[src/rtl/codec_rb_pkg.sv]
package codec_rb_pkg;

    localparam int unsigned REG_COUNT   = 28;
    localparam int unsigned IDX_W       = 7;
    localparam int unsigned BYTE_W      = 8;
    localparam int unsigned TEST_IDX_A  = 20;
    localparam int unsigned TEST_IDX_B  = 21;
    localparam int unsigned IRQ_IDX     = 9;

    // command word field positions (software decodes these)
    localparam int unsigned GO_BIT      = 16;
    localparam int unsigned IDX_LSB     = 8;
    localparam int unsigned IRQ_BIT     = 8;

    typedef struct packed {
        logic              go;
        logic [IDX_W-1:0]  idx;
        logic [BYTE_W-1:0] data;
    } cmd_t;

    function automatic logic [7:0] reset_byte(input int unsigned idx);
        logic [7:0] v;
        case (idx)
            0:       v = 8'h0c;
            1:       v = 8'haa;
            2:       v = 8'h78;
            5:       v = 8'hff;
            6:       v = 8'h03;
            7:       v = 8'h51;
            8:       v = 8'h3f;
            11, 12, 13, 14, 15, 16: v = 8'h04;
            17, 18:  v = 8'h0a;
            22:      v = 8'hc0;
            23:      v = 8'h34;
            24:      v = 8'h07;
            25:      v = 8'h44;
            26:      v = 8'h1f;
            default: v = 8'h00;
        endcase
        return v;
    endfunction

endpackage

[src/rtl/codec_wr_seq.sv]
module codec_wr_seq
    import codec_rb_pkg::*;
#(
    parameter int unsigned WR_CYCLES = 4,
    parameter int unsigned AW        = IDX_W,
    parameter int unsigned DW        = BYTE_W
) (
    input  logic          clk,
    input  logic          rst_n,
    input  logic          cmd_we,
    input  logic          cmd_go,
    input  logic [AW-1:0] cmd_idx,
    input  logic [DW-1:0] cmd_data,
    output logic          busy_o,
    output logic [AW-1:0] idx_o,
    output logic [DW-1:0] data_o,
    output logic          commit_o
);

    localparam int unsigned CW = $clog2(WR_CYCLES + 1);

    typedef struct packed {
        logic          busy;
        logic [CW-1:0] cnt;
        logic [AW-1:0] idx;
        logic [DW-1:0] data;
    } seq_t;

    seq_t s_d, s_q;

    always_comb begin
        s_d      = s_q;
        commit_o = 1'b0;
        if (s_q.busy) begin
            if (s_q.cnt == '0) begin
                s_d.busy = 1'b0;
                commit_o = 1'b1;
            end else begin
                s_d.cnt = s_q.cnt - 1'b1;
            end
        end else if (cmd_we) begin
            s_d.idx = cmd_idx;
            if (cmd_go) begin
                s_d.data = cmd_data;
                s_d.busy = 1'b1;
                s_d.cnt  = CW'(WR_CYCLES - 1);
            end
        end
    end

    always_ff @(posedge clk or negedge rst_n) begin
        if (!rst_n) s_q <= '0;
        else        s_q <= s_d;
    end

    assign busy_o = s_q.busy;
    assign idx_o  = s_q.idx;
    assign data_o = s_q.data;

    a_r4_ignore_busy: assert property (@(posedge clk) disable iff (!rst_n)
        (s_q.busy && cmd_we) |=> ($stable(s_q.idx) && $stable(s_q.data)));

    a_r3_commit_clears: assert property (@(posedge clk) disable iff (!rst_n)
        commit_o |=> !s_q.busy);

    a_r3_busy_arms: assert property (@(posedge clk) disable iff (!rst_n)
        (!s_q.busy && cmd_we && cmd_go) |=> (s_q.busy && s_q.cnt == CW'(WR_CYCLES - 1)));

    a_r5_no_arm: assert property (@(posedge clk) disable iff (!rst_n)
        (!s_q.busy && cmd_we && !cmd_go) |=> (!s_q.busy && $stable(s_q.data)));

endmodule

[src/rtl/codec_regfile.sv]
module codec_regfile
    import codec_rb_pkg::*;
#(
    parameter int unsigned NREG = REG_COUNT,
    parameter int unsigned AW   = IDX_W,
    parameter int unsigned DW   = BYTE_W,
    parameter int unsigned BLK_A = TEST_IDX_A,
    parameter int unsigned BLK_B = TEST_IDX_B,
    parameter int unsigned FLAG_IDX = IRQ_IDX
) (
    input  logic          clk,
    input  logic          rst_n,
    input  logic          wr_en,
    input  logic [AW-1:0] wr_idx,
    input  logic [DW-1:0] wr_data,
    input  logic [AW-1:0] rd_idx,
    output logic [DW-1:0] rd_data,
    output logic          irq_o
);

    logic [NREG-1:0][DW-1:0] regs_d, regs_q;
    logic [NREG-1:0]         open_map;

    for (genvar g = 0; g < NREG; g++) begin : g_open
        assign open_map[g] = (g != BLK_A) && (g != BLK_B);
    end

    always_comb begin
        regs_d = regs_q;
        for (int i = 0; i < NREG; i++) begin
            if (wr_en && open_map[i] && wr_idx == AW'(i)) regs_d[i] = wr_data;
        end
    end

    always_comb begin
        rd_data = '0;
        for (int i = 0; i < NREG; i++) begin
            if (open_map[i] && rd_idx == AW'(i)) rd_data = regs_q[i];
        end
    end

    assign irq_o = |regs_q[FLAG_IDX];

    always_ff @(posedge clk or negedge rst_n) begin
        if (!rst_n) begin
            for (int i = 0; i < NREG; i++) regs_q[i] <= DW'(reset_byte(i));
        end else begin
            regs_q <= regs_d;
        end
    end

    a_r7_blocked_write: assert property (@(posedge clk) disable iff (!rst_n)
        (wr_en && (wr_idx == AW'(BLK_A) || wr_idx == AW'(BLK_B) || wr_idx >= AW'(NREG)))
        |=> $stable(regs_q));

    a_r7_blocked_read: assert property (@(posedge clk) disable iff (!rst_n)
        (rd_idx == AW'(BLK_A) || rd_idx == AW'(BLK_B) || rd_idx >= AW'(NREG))
        |-> rd_data == '0);

    a_r4_idle_stable: assert property (@(posedge clk) disable iff (!rst_n)
        !wr_en |=> $stable(regs_q));

endmodule

[src/rtl/codec_rd_pipe.sv]
module codec_rd_pipe #(
    parameter int unsigned STAGES = 3,
    parameter int unsigned W      = 8
) (
    input  logic         clk,
    input  logic         rst_n,
    input  logic [W-1:0] in_d,
    output logic [W-1:0] out_q
);

    if (STAGES == 0) begin : g_bypass
        assign out_q = in_d;
    end else begin : g_stages
        logic [W-1:0] st_d [STAGES];
        logic [W-1:0] st_q [STAGES];

        always_comb begin
            st_d[0] = in_d;
            for (int i = 1; i < STAGES; i++) st_d[i] = st_q[i-1];
        end

        always_ff @(posedge clk or negedge rst_n) begin
            if (!rst_n) begin
                for (int i = 0; i < STAGES; i++) st_q[i] <= '0;
            end else begin
                for (int i = 0; i < STAGES; i++) st_q[i] <= st_d[i];
            end
        end

        assign out_q = st_q[STAGES-1];

        a_r6_first_stage: assert property (@(posedge clk) disable iff (!rst_n)
            1'b1 |=> st_q[0] == $past(in_d));
    end

endmodule

[src/rtl/codec_regbridge.sv]
module codec_regbridge
    import codec_rb_pkg::*;
#(
    parameter int unsigned WR_CYCLES = 4,
    parameter int unsigned RD_STAGES = 3,
    parameter int unsigned BUS_AW    = 4,
    parameter int unsigned CMD_OFS   = 0,
    parameter int unsigned DAT_OFS   = 4
) (
    input  logic              clk,
    input  logic              rst_n,
    input  logic              bus_we,
    input  logic [BUS_AW-1:0] bus_addr,
    input  logic [31:0]       bus_wdata,
    output logic [31:0]       bus_rdata
);

    cmd_t                cmd_in;
    logic                cmd_we;
    logic                busy;
    logic                commit;
    logic                irq;
    logic [IDX_W-1:0]    cur_idx;
    logic [BYTE_W-1:0]   cur_data;
    logic [BYTE_W-1:0]   rd_byte;
    logic [BYTE_W-1:0]   rd_byte_q;
    logic                unused_wdata;

    assign cmd_in.go   = bus_wdata[GO_BIT];
    assign cmd_in.idx  = bus_wdata[IDX_LSB +: IDX_W];
    assign cmd_in.data = bus_wdata[BYTE_W-1:0];
    assign cmd_we      = bus_we && (bus_addr == BUS_AW'(CMD_OFS));
    assign unused_wdata = ^{bus_wdata[31:GO_BIT+1], bus_wdata[IDX_LSB+IDX_W]};

    codec_wr_seq #(
        .WR_CYCLES (WR_CYCLES),
        .AW        (IDX_W),
        .DW        (BYTE_W)
    ) u_wseq (
        .clk      (clk),
        .rst_n    (rst_n),
        .cmd_we   (cmd_we),
        .cmd_go   (cmd_in.go),
        .cmd_idx  (cmd_in.idx),
        .cmd_data (cmd_in.data),
        .busy_o   (busy),
        .idx_o    (cur_idx),
        .data_o   (cur_data),
        .commit_o (commit)
    );

    codec_regfile #(
        .NREG     (REG_COUNT),
        .AW       (IDX_W),
        .DW       (BYTE_W),
        .BLK_A    (TEST_IDX_A),
        .BLK_B    (TEST_IDX_B),
        .FLAG_IDX (IRQ_IDX)
    ) u_rf (
        .clk     (clk),
        .rst_n   (rst_n),
        .wr_en   (commit),
        .wr_idx  (cur_idx),
        .wr_data (cur_data),
        .rd_idx  (cur_idx),
        .rd_data (rd_byte),
        .irq_o   (irq)
    );

    codec_rd_pipe #(
        .STAGES (RD_STAGES),
        .W      (BYTE_W)
    ) u_rpipe (
        .clk   (clk),
        .rst_n (rst_n),
        .in_d  (rd_byte),
        .out_q (rd_byte_q)
    );

    always_comb begin
        bus_rdata = '0;
        if (bus_addr == BUS_AW'(CMD_OFS)) begin
            bus_rdata[GO_BIT]                = busy;
            bus_rdata[IDX_LSB +: IDX_W]      = cur_idx;
            bus_rdata[BYTE_W-1:0]            = cur_data;
        end else if (bus_addr == BUS_AW'(DAT_OFS)) begin
            bus_rdata[IRQ_BIT]               = irq;
            bus_rdata[BYTE_W-1:0]            = rd_byte_q;
        end
    end

    a_r9_other_ofs: assert property (@(posedge clk) disable iff (!rst_n)
        (bus_we && bus_addr != BUS_AW'(CMD_OFS)) |=> ($stable(cur_idx) && $stable(cur_data)));

    a_r3_write_only_on_commit: assert property (@(posedge clk) disable iff (!rst_n)
        commit |-> busy);

endmodule

[config.mk]
export PLATFORM = sky130hd
export DESIGN_NAME = codec_regbridge
export DESIGN_NICKNAME = d
export VERILOG_FILES = /design/src/rtl/codec_rb_pkg.sv /design/src/rtl/codec_wr_seq.sv /design/src/rtl/codec_regfile.sv /design/src/rtl/codec_rd_pipe.sv /design/src/rtl/codec_regbridge.sv
export SDC_FILE = /design/constraint.sdc
export NUM_CORES = 1
export LEC_CHECK = 0
export BUFFER_PORTS_ARGS = -buffer_cell sky130_fd_sc_hd__buf_2
export CORE_MARGIN = 5
export CORE_UTILIZATION = 40
export DETAILED_ROUTE_END_ITERATION = 10
export PLACE_DENSITY = 0.61
export REMOVE_ABC_BUFFERS = 1
export SYNTH_ARGS = -nofsm -noshare
export SYNTH_HDL_FRONTEND = slang
export SYNTH_SLANG_ARGS = --single-unit
[constraint.sdc]
create_clock -name clk -period 2.03 [get_ports clk]
set_clock_uncertainty 0.15 [all_clocks]
set_input_delay 0.406 -clock clk [delete_from_list [all_inputs] [get_ports clk]]
set_output_delay 0.406 -clock clk [all_outputs]
set_load 0.05 [all_outputs]
# [After elaboration in Yosys (flattened, before gate mapping)]
# Index checks and enable logic that the tools add are counted.
[totals] regBits=251 latch_bits=0 ram_bits=0 romBits=0 inputBits=39 output_inout_bits=32 mem_count=0
[classes] add_sub_neg=1 multipliers=0 div_mod_pow=0 n_lt_le_gt_ge=0 eq_ne=27 n_shift=0 muxes=38 n_bitwise=1 reduce_logical=36
[ops] operator="8-bit two-way mux" n=27
[ops] operator="7-bit by 5-bit == test with 1-bit output (second input constant)" n=10
[ops] operator="7-bit by 4-bit == test with 1-bit output (second input constant)" n=8
[ops] operator="7-bit by 3-bit == test with 1-bit output (second input constant)" n=4
[ops] operator="1-bit logical AND" n=27
[ops] operator="19-bit two-way mux" n=1
[ops] operator="9-bit two-way mux" n=2
[ops] operator="7-bit by 2-bit == test with 1-bit output (second input constant)" n=2
[ops] operator="4-bit two-way mux" n=2
[ops] operator="8-bit OR reduction" n=1
[ops] operator="7-bit by 1-bit == test with 1-bit output (second input constant)" n=1
[ops] operator="7-bit zero test" n=1
[ops] operator="6-bit two-way mux" n=1
[ops] operator="3-bit AND reduction" n=2
[ops] operator="4-bit by 3-bit == test with 1-bit output (second input constant)" n=1
[ops] operator="4-bit zero test" n=1
[ops] operator="1-bit two-way mux" n=4
[ops] operator="2-bit nonzero test" n=2
[ops] operator="3-bit zero test" n=1
[ops] operator="3-bit two-way mux" n=1
[ops] operator="3-bit by 1-bit subtractor with 3-bit output (second input constant)" n=1
[ops] operator="2-bit != test (second input constant)" n=1
[ops] operator="2-bit AND reduction" n=1
[ops] operator="1-bit NOT" n=1

# [Logic depth before layout (Yosys ltp)]
# Gate-level depths: netlist (run 1).
[depth] ltp_word=27 ltp_mapped=9 depth_no_buf=6

# [Hierarchy]
# From an unflattened synthesis (run 1), not the netlist that was laid out.
[unflattened] cells_unflattened=946 area_unflattened_um2=12291.8
[by_module_without_submodules] module="codec_regfile" instances=1 cells_each=806 area_per_inst_um2=10413.7 seq_area_each_um2=5272.6
[by_module_without_submodules] module="codec_wr_seq" instances=1 cells_each=69 area_per_inst_um2=935.9 seq_area_each_um2=475.5
[by_module_without_submodules] module="codec_rd_pipe" instances=1 cells_each=24 area_per_inst_um2=600.6 seq_area_each_um2=600.6
[by_module_without_submodules] module="codec_regbridge" instances=1 cells_each=47 area_per_inst_um2=341.6 seq_area_each_um2=0.0

# [Least setup slack after synthesis (run 1)]
# No wires, ideal clock.
[synth_path] path_kind="register -> output" start="register u_wseq.s_q, in the netlist u_wseq.idx_o[1]" end="output port bus_rdata[9]" t_arrival_ps=1810 t_required_ps=1474 path_slack_ps=-336 path_stages_with_launch=7 path_buffers=5 cell_sequence="dfrtp_1 buf_2 buf_2 buf_2 buf_2 clkbuf_1 and2_1"
[synth_between] elab_chain_len=1
[synth_lines] element="from (decl)" line="codec_wr_seq.sv:29" rtl="seq_t s_d, s_q;"
[synth_lines] element="from (signal assigned)" line="codec_wr_seq.sv:52" rtl="if (!rst_n) s_q <= '0;"
[synth_lines] element="from (signal assigned)" line="codec_wr_seq.sv:53" rtl="else s_q <= s_d;"
[synth_lines] element="6-bit two-way mux" line="codec_regbridge.sv:82" rtl="if (bus_addr == BUS_AW'(CMD_OFS)) begin"
[synth_lines] element="to (decl)" line="codec_regbridge.sv:15" rtl="output logic [31:0] bus_rdata"
# No other way between the ends.

# [Worst setup path after layout (run 1)]
[layout_path] start="register u_wseq.s_q, in the netlist u_wseq.idx_o[1]" end="register u_rpipe.g_stages.st_q, in the netlist u_rpipe.g_stages.st_d[12]"
[layout_between] elab_chain_len=27 word_cells_on_any_way=52
[layout_lines] element="7-bit zero test" line="codec_regfile.sv:38" rtl="if (open_map[i] && rd_idx == AW'(i)) rd_data = regs_q[i];"
[layout_lines] element="8-bit two-way mux (25 in series)" line="codec_regfile.sv:38"
[layout_lines] element="8-bit two-way mux (*)" line="codec_regfile.sv:38"
[layout_lines] element="via rd_byte[4]" line="codec_regbridge.sv:25" rtl="logic [BYTE_W-1:0] rd_byte;"
[layout_lines] element="to (decl)" line="codec_rd_pipe.sv:15" rtl="logic [W-1:0] st_q [STAGES];"
# Mark *: on every way through the listed nets, which the timed path passes. The rest lies on a longest branch.
# A chain may end at the register's enable or synchronous reset.

==> flow_summary.toml, run 1 <==
[timing]
finalCritPeriodShare_pct = 119
finalMaxSlewViolations = 0
setup_ws_ps = -377
maxSlewHeadroom_pct = 60.3
period_minus_slack_ps = 2410
tightest_slew_ps = 596
hold_viol = 0
max_clock_freq_mhz = 415
hold_slack_ps = 166
rsz0062_at_grt = "yes"
setup_viol = 202

[cts]
clk_latency_ps = 550
numCtsBuffers = 27
root_buffer = "clkbuf_16"
htreeDepth = 1
cts_buffer_depth = 3
cts_tree = "yes"
path_clk_slew_ps = 60
clock_sinks = 251

[synthesis]
synth_common_cells = "mux2_2 (228), dfrtp_1 (197), nand2_1 (56)"
ys_seq_area_share_pct = 52.8
yosys.area_share.simple_pct = 9.11
yosysMostFrequentCell = "mux2_2"
synth.mux.area_fraction_pct = 25.2
synth_area_leaders = "dfrtp_1 (41%), mux2_2 (21%), dfstp_2 (12%)"
synth_top_area_share_pct = 41.0
synth_edf_count = 0
syn_avg_cell_area_um2 = 12.6
synth_largest_area_cell = "dfrtp_1"
synth_top_family_by_area = "multiplexers"
synth-compound-area-share_pct = 8.75
synth_xor_area_share_pct = 0.146
synthesis.instances = 952
synth_cell_type_count = 74
yosys_warnings = 0
synth_area_um2 = 12000
synth-adder-area-share_pct = 0.208
async_flop_share_pct = 100
synth_ff_type = "dfrtp_1"
ys_ff_latch = 251

[power]
p_total_mw = 15.3
power_per_cell_area_nw_per_um2 = 916
leakagePower_nw = 7.65
ir_worst_vdd_v = 0.000678

[finish]
area_growth_pct = 38.5
layout-drive-gt1-share_pct = 60.8
finalNonFillerCells = 1614
nFillCells = 2428
fin_nets = 1243
fin_area_um2 = 16700

[detailed_routing]
drt-initial-drc-count = 1030
ant_nets = 0
wl_um = 38400
wl_per_cell_um = 23.8
route.detailed.drc = 0
viasPerCell = 5.65
first_pass_iters = 5
vias = 9127

[place]
dp_cells = 1494
dp_slack_ps = -578
place_congestion = 0.914
hpwl_um = 26100
portBuffers = 38
placed_area_um2 = 14000

[die]
coreArea_um2 = 29600
fp-row-count = 63
die_h_um = 183
ios = 71
dieArea_um2 = 33600
die_w_um = 183
floorplan.initialDensity_pct = 40.6

[critical_path]
worstSetupPathType = "reg -> reg"
worstSetupEndpointType = "flop"
start_kind = "flop"
path_max_fanout = 12
crit_arrival_ps = 2640
cp.required_ps = 2270

[global_routing]
grt_max_degree = 54
antenna_found_initial = 2
grt.overflow.total = 0
grt_pass1_vias = 9445
grt_usage_pct = 22.7
grt_pass1_wl_um = 58600

[run_status]
violations = "negative setup slack"
status = "finished, violations left"

[hold_path]
hp-class = "in -> reg"

[job]
cap_violations = 0
==> power breakdown <==
group / leakage (nW) / switching (mW) / total (mW) / internal [mW]
sequential: 3.25 / 0.262 / 5.60 / 5.33
combinational: 3.95 / 2.54 / 4.59 / 2.06
clock: 0.451 / 2.02 / 5.07 / 3.05
total: 7.65 / 4.82 / 15.3 / 10.4
==> final cells by class <==
cell class	count	area (µm²)	area share (%)
Clock inverter	10	131	0.788
Tap cell	390	488	2.93
Multi-Input combinational cell	623	5950	35.7
Antenna cell	1	2.50	0.0150
Timing Repair Buffer	291	2910	17.4
Clock buffer	40	785	4.71
Inverter	8	32.5	0.195
Sequential cell	251	6370	38.2
==> critical path, cell delays in order, from the launching register on <==
cell      delay (ps)
dfrtp_2          420
buf_12           160
buf_4            180
nor3b_4          260
nand2_4          100
nor3_2           100
a21oi_1           60
a222oi_1         580
o221ai_1         240
==> repair_timing <==
item	4_1_cts	5_1_grt
buffers inserted	48	6
gates cloned	2	1
resized for setup	210	65
hold endpoints to repair	54	0
setup endpoints to repair	232	228
hold buffers	15	0
pin swaps	38	35
==> placed cells by master, fill, tap and decap left out, types with 24 or more instances in the layout <==
cell type / n
buf_4: 152
nand2_1: 45
clkbuf_16: 28
mux2_2: 205
buf_6: 60
buf_12: 33
dfrtp_1: 185
dfstp_2: 54
nor2_4: 24
==> metrics by stage <==
stage / utilization [%] / TNS (ps)
after global routing: 56.2 / -31670
after detailed placement: 47.3 / -51210
after global placement: 47.3 / -48240
after CTS: 55.1 / -22790
final: 56.2 / -22170
after floorplan: - / -358110
==> metal layers <==
metal | up-vias | track usage [%] | share of wire [%]
met5 | - | 0 | 0
met4 | 0 | 5.69 | 2.1
met3 | 73 | 3.90 | 7.1
met2 | 367 | 34.6 | 45
met1 | 4714 | 33.8 | 46
li1 | 3973 | - | -
==> cells by family after synthesis <==
family,after synthesis
AOI/OAI and AO/OA,153
xor gates and xnor gates,2
adders and majority gates,2
buffers and inverters,93
DFF,251
muxes,259
other,1
and+or+nand+nor,191
==> sequential cells by signal, indices dropped and copies added, names as in the netlist <==
name	cells
u_wseq.data_o	8
u_rpipe.g_stages.st_d	16
u_wseq.s_q	3
u_wseq.idx_o	7
u_wseq.busy_o	1
u_rf.regs_q	208
u_rpipe.out_q	8
==> worst paths after layout <==
path | start | end | slack, ps | cells after the start
max in group asynchronous | rst_n | u_rf.regs_q[114]$_DFFE_PN1P_ | 760 | 3
min in group asynchronous | rst_n | u_rf.regs_q[25]$_DFFE_PN0P_ | 250 | 2
worst max-delay path | u_wseq.idx_o[1]$_DFFE_PN0P_ | u_rpipe.g_stages.st_d[12]$_DFF_PN0_ | -380 | 8
worst min register to register | u_rpipe.g_stages.st_d[1]$_DFF_PN0_ | u_rpipe.out_q[1]$_DFF_PN0_ | 190 | 0
worst max register to register | u_wseq.idx_o[1]$_DFFE_PN0P_ | u_rpipe.g_stages.st_d[12]$_DFF_PN0_ | -380 | 8
worst min-delay path | bus_wdata[8] | u_wseq.idx_o[0]$_DFFE_PN0P_ | 170 | 3
Note: power is estimated with default switching activity, not from simulation.
==> run 2, diff against run 1 <==
--- a/config.mk
+++ b/config.mk
@@ -5,12 +5,13 @@
 export SDC_FILE = /design/constraint.sdc
 export NUM_CORES = 1
 export LEC_CHECK = 0
-export BUFFER_PORTS_ARGS = -buffer_cell sky130_fd_sc_hd__buf_2
 export CORE_MARGIN = 5
-export CORE_UTILIZATION = 40
+export CORE_UTILIZATION = 35
 export DETAILED_ROUTE_END_ITERATION = 10
-export PLACE_DENSITY = 0.61
+export DONT_BUFFER_PORTS = 1
+export PLACE_DENSITY = 0.54
 export REMOVE_ABC_BUFFERS = 1
+export SKIP_LAST_GASP = 1
 export SYNTH_ARGS = -nofsm -noshare
 export SYNTH_HDL_FRONTEND = slang
 export SYNTH_SLANG_ARGS = --single-unit
==> flow_summary.toml, run 2 (synthesis results as in run 1) <==
[run_status]
status = "finished, violations left"
violations = "negative hold slack, negative setup slack"

[detailed_routing]
vias = 8968
first_pass_iters = 6
wl_um = 40100
viasPerCell = 5.44
wl_per_cell_um = 24.3
route.detailed.drc = 0
ant_nets = 0
drt-initial-drc-count = 702

[timing]
hold_slack_ps = -584
maxSlewHeadroom_pct = 62.6
hold_viol = 251
tightest_slew_ps = 546
finalMaxSlewViolations = 0
period_minus_slack_ps = 2380
finalCritPeriodShare_pct = 117
rsz0062_at_grt = "yes"
setup_viol = 219
max_clock_freq_mhz = 421
setup_ws_ps = -348

[cts]
path_clk_slew_ps = 60
cts_buffer_depth = 3
postCtsHoldBufs = 15
clock_sinks = 251
root_buffer = "clkbuf_16"
numCtsBuffers = 29
cts_tree = "yes"
htreeDepth = 1
clk_latency_ps = 540

[die]
die_h_um = 195
dieArea_um2 = 38200
coreArea_um2 = 33700
floorplan.initialDensity_pct = 35.7
fp-row-count = 67
ios = 71
die_w_um = 195

[finish]
layout_common_cells = "dfrtp_1 (185), mux2_4 (158), buf_4 (148)"
fin_nets = 1219
multi_input_area_um2 = 6560
finish.utilization_pct = 51.6
fin_area_um2 = 17400
nFillCells = 2839
layout.area.seq_um2 = 6370
largest_register_ffs = 208
final_common_cell = "dfrtp_1"
layout-drive-gt1-share_pct = 60.8
top_register = "u_rf.regs_q"
n_antenna_cell = 0
area_growth_pct = 44.6

[global_routing]
grt_pass1_wl_um = 60200
grt.overflow.total = 0
antenna_found_initial = 0
grt_pass1_vias = 9370
grt_usage_pct = 20.3
grt_max_degree = 252

[critical_path]
worstSetupPathType = "reg -> reg"
start_kind = "flop"
worstSetupEndpointType = "flop"
crit_arrival_ps = 2630
r2r_slack_ps = -350
path_max_fanout = 6
cp.required_ps = 2290

[power]
ir_worst_vdd_v = 0.000635
power_per_cell_area_nw_per_um2 = 900
leakagePower_nw = 7.70

[place]
hpwl_um = 26100
placed_area_um2 = 14200
portBuffers = 0
dp_slack_ps = -877
place_congestion = 0.931

[hold_path]
hp-class = "in -> async"

[job]
cap_violations = 0
==> run 2: cell type report <==
cell class | instances | share of cell area, %
repair buffers | 265 | 16.7
flip-flops and latches | 251 | 36.6
well taps | 448 | 3.22
inverters | 8 | 0.237
multi-input cells | 623 | 37.7
clock buffers | 41 | 4.72
clock inverters | 12 | 0.827
==> run 2: metal layers <==
metal | track usage (%) | part of all wire (%) | wire length, µm
met1 | 30.5 | 47 | 18800
met2 | 30.8 | 45 | 17900
met3 | 3.03 | 6.2 | 2470
met4 | 5.09 | 2.4 | 972
met5 | 0 | 0 | 0
==> run 2: stage by stage <==
| stage | setup TNS [ps] | hold WS [ps] | total power, mW | instances |
|---|---|---|---|---|
| finish | -28370 | -584 | 15.7 | 1648 |
| global route | -41230 | -596 | 16.2 | 1648 |
| CTS | -24550 | -607 | 15.3 | 1639 |
| detailed placement | -57900 | -27.9 | 9.02 | 1527 |
| global placement | -54580 | -26.8 | 9.00 | 1527 |
| floorplan | -358110 | -39.6 | 7.05 | 882 |
==> run 2: final timing paths <==
path                                                      from                                   to  cells after the start
min in group clk                                 bus_wdata[16]              u_wseq.busy_o$_DFF_PN0_                      3
max                                u_wseq.idx_o[0]$_DFFE_PN0P_  u_rpipe.g_stages.st_d[12]$_DFF_PN0_                      7
max reg2reg                        u_wseq.idx_o[0]$_DFFE_PN0P_  u_rpipe.g_stages.st_d[12]$_DFF_PN0_                      7
min                                                      rst_n           u_rf.regs_q[1]$_DFFE_PN0P_                      0
min reg2reg                u_rpipe.g_stages.st_d[15]$_DFF_PN0_   u_rpipe.g_stages.st_d[7]$_DFF_PN0_                      0
max in group asynchronous                                rst_n         u_rf.regs_q[206]$_DFFE_PN1P_                      0
==> run 2: critical path: stages (launching register included) <==
cell,delay [ps]
dfrtp_4,490
buf_6,120
mux4_2,520
nand2_2,110
o21ai_2,70
a222oi_1,470
buf_4,210
o221ai_4,90
==> run 2: where the power goes <==
part	internal (mW)	leakage [nW]	switching, mW
combinational	2.25	3.98	2.56
sequential	5.34	3.25	0.227
clock	3.18	0.472	2.10
==> run 2: timing repair <==
action | CTS | global route
endpoints found under the hold margin | 266 | 251
gates cloned | 2 | 1
setup endpoints to repair | 228 | 225
pin swaps | 40 | 47
setup buffers | 47 | 15
resized for setup | 295 | 111
==> run 3, diff against run 2 <==
--- a/config.mk
+++ b/config.mk
@@ -5,11 +5,12 @@
 export SDC_FILE = /design/constraint.sdc
 export NUM_CORES = 1
 export LEC_CHECK = 0
+export ABC_CLOCK_PERIOD_IN_PS = 2700
 export CORE_MARGIN = 5
 export CORE_UTILIZATION = 35
 export DETAILED_ROUTE_END_ITERATION = 10
 export DONT_BUFFER_PORTS = 1
-export PLACE_DENSITY = 0.54
+export PLACE_DENSITY = 0.52
 export REMOVE_ABC_BUFFERS = 1
 export SKIP_LAST_GASP = 1
 export SYNTH_ARGS = -nofsm -noshare
==> constraint.sdc (replaced) <==
create_clock -name clk -period 2.7 [get_ports clk]
set_clock_uncertainty 0.15 [all_clocks]
set_input_delay 0.54 -clock clk [delete_from_list [all_inputs] [get_ports clk]]
set_output_delay 0.54 -clock clk [all_outputs]
set_load 0.05 [all_outputs]
==> flow_summary.toml, run 3 (synthesis results as in run 1) <==
[job]
cap_violations = 0

[timing]
setup_viol = 0
setup_ws_ps = 35.1
tightest_slew_ps = 712
finalSetupTns_ps = 0
hold_viol = 230
period_minus_slack_ps = 2660
hold_slack_ps = -442
finalMaxSlewViolations = 0
rsz0062_at_grt = "yes"
finalCritPeriodShare_pct = 98.7
maxSlewHeadroom_pct = 52.5
max_clock_freq_mhz = 375

[detailed_routing]
route.detailed.drc = 0
wl_um = 35500
vias = 8242
viasPerCell = 5.46
ant_nets = 0
drt-initial-drc-count = 742
first_pass_iters = 5
wl_per_cell_um = 23.6

[finish]
layout-drive-gt1-share_pct = 46.4
finalNonFillerCells = 1509
largest_register_ffs = 208
layout_common_cells = "mux2_2 (228), dfrtp_1 (194), buf_4 (89)"
fin_nets = 1080
n_antenna_cell = 0
area_growth_pct = 19.9
finish.utilization_pct = 42.8
top_register = "u_rf.regs_q"
final_common_cell = "mux2_2"

[critical_path]
worstSetupPathType = "reg -> reg"
reg2reg_to = "u_rpipe.g_stages.st_d[8]$_DFF_PN0_"
crit_arrival_ps = 2930
rr_worst_depth = 7
cp.required_ps = 2960
r2r_slack_ps = 40
r2r-start = "u_wseq.idx_o[5]$_DFFE_PN0P_"
start_kind = "flop"
path_max_fanout = 6
worstSetupEndpointType = "flop"

[die]
ios = 71
coreArea_um2 = 33700
die_h_um = 195
die_w_um = 195
floorplan.initialDensity_pct = 35.7
dieArea_um2 = 38200
fp-row-count = 67

[place]
portBuffers = 0
dp_cells = 1443
hpwl_um = 24100
dp_slack_ps = 65.5
place_congestion = 0.878

[global_routing]
grt_usage_pct = 18.3
grt.overflow.total = 0
grt_pass1_wl_um = 54300
grt_max_degree = 252
antenna_found_initial = 1
grt_pass1_vias = 8363

[cts]
cts_tree = "yes"
htreeDepth = 1
clock_sinks = 251
postCtsHoldBufs = 13
root_buffer = "clkbuf_16"
path_clk_slew_ps = 60
numCtsBuffers = 28
cts_buffer_depth = 3
clk_latency_ps = 540

[run_status]
violations = "negative hold slack"
status = "finished, violations left"

[power]
ir_worst_vdd_v = 0.000580
power_per_cell_area_nw_per_um2 = 704
leakagePower_nw = 6.51

[hold_path]
hp-class = "in -> async"
[run 3: changes by cell type in the layout (fill, tap and decap cells not counted), moves of 10 or more]
cell,before,now
mux2_2,70,228
mux2_4,158,0
buf_4,148,89
buf_6,45,0
buf_12,46,25
nor2_4,25,9
nand2_1,45,56
o21ai_0,20,30
[run 3: worst max path at each step]
stage	start	end	slack, ps	cells past startpoint
after CTS	u_wseq.idx_o[0]$_DFFE_PN0P_	u_rf.regs_q[104]$_DFFE_PN0P_	50	6
after global routing	u_wseq.idx_o[5]$_DFFE_PN0P_	u_rpipe.g_stages.st_d[8]$_DFF_PN0_	-50	7
after global placement	u_wseq.idx_o[0]$_DFFE_PN0P_	u_rf.regs_q[110]$_DFFE_PN0P_	100	6
final	u_wseq.idx_o[5]$_DFFE_PN0P_	u_rpipe.g_stages.st_d[8]$_DFF_PN0_	40	7
after floorplan	u_wseq.idx_o[0]$_DFFE_PN0P_	u_rf.regs_q[120]$_DFFE_PN0P_	-1460	5
after detailed placement	u_wseq.idx_o[0]$_DFFE_PN0P_	u_rf.regs_q[110]$_DFFE_PN0P_	70	6
[run 3: final cells by class]
class,count,area (µm²)
tap,448,561
inverter,8,30.0
multi-input combinational,623,5290
clock buffer,47,863
fill,3172,19300
timing repair buffer,127,1300
sequential,251,6350
clock inverter,5,25.0
[run 3: worst max-delay path, stage by stage, from the launching register on]
cell and delay, ps:
dfrtp_1 480, or3_1 550, nor4_1 280, a21oi_1 80, a2111oi_1 420, buf_4 210, a2bb2oi_1 270, o21ai_1 100
[run 3: report_power, final]
group / internal, mW / switching (mW) / total, mW
clock network: 2.16 / 1.50 / 3.66
registers: 4.00 / 0.219 / 4.22
logic: 0.860 / 1.41 / 2.27
[run 3: layer usage]
layer,wire length [µm],track usage [%],vias to the layer above
li1,-,-,3642
met3,2350,3.39,48
met4,629,3.72,2
met2,15900,28.2,249
met5,13,0,-
met1,16700,27.3,4301
[run 3: timing repair]
action / 4_1_cts / 5_1_grt
endpoints found under the hold margin: 264 / 251
buffers inserted: 0 / 1
resized for setup: 0 / 3
endpoints found under the setup margin: 0 / 10
[run 3: per-stage QoR]
stage               cell area (µm²)  total power, mW
finish                        14400             10.2
global route                  14400             10.6
global placement              13400             6.50
CTS                           14400             10.2
detailed placement            13400             6.51
floorplan                     11700             5.30
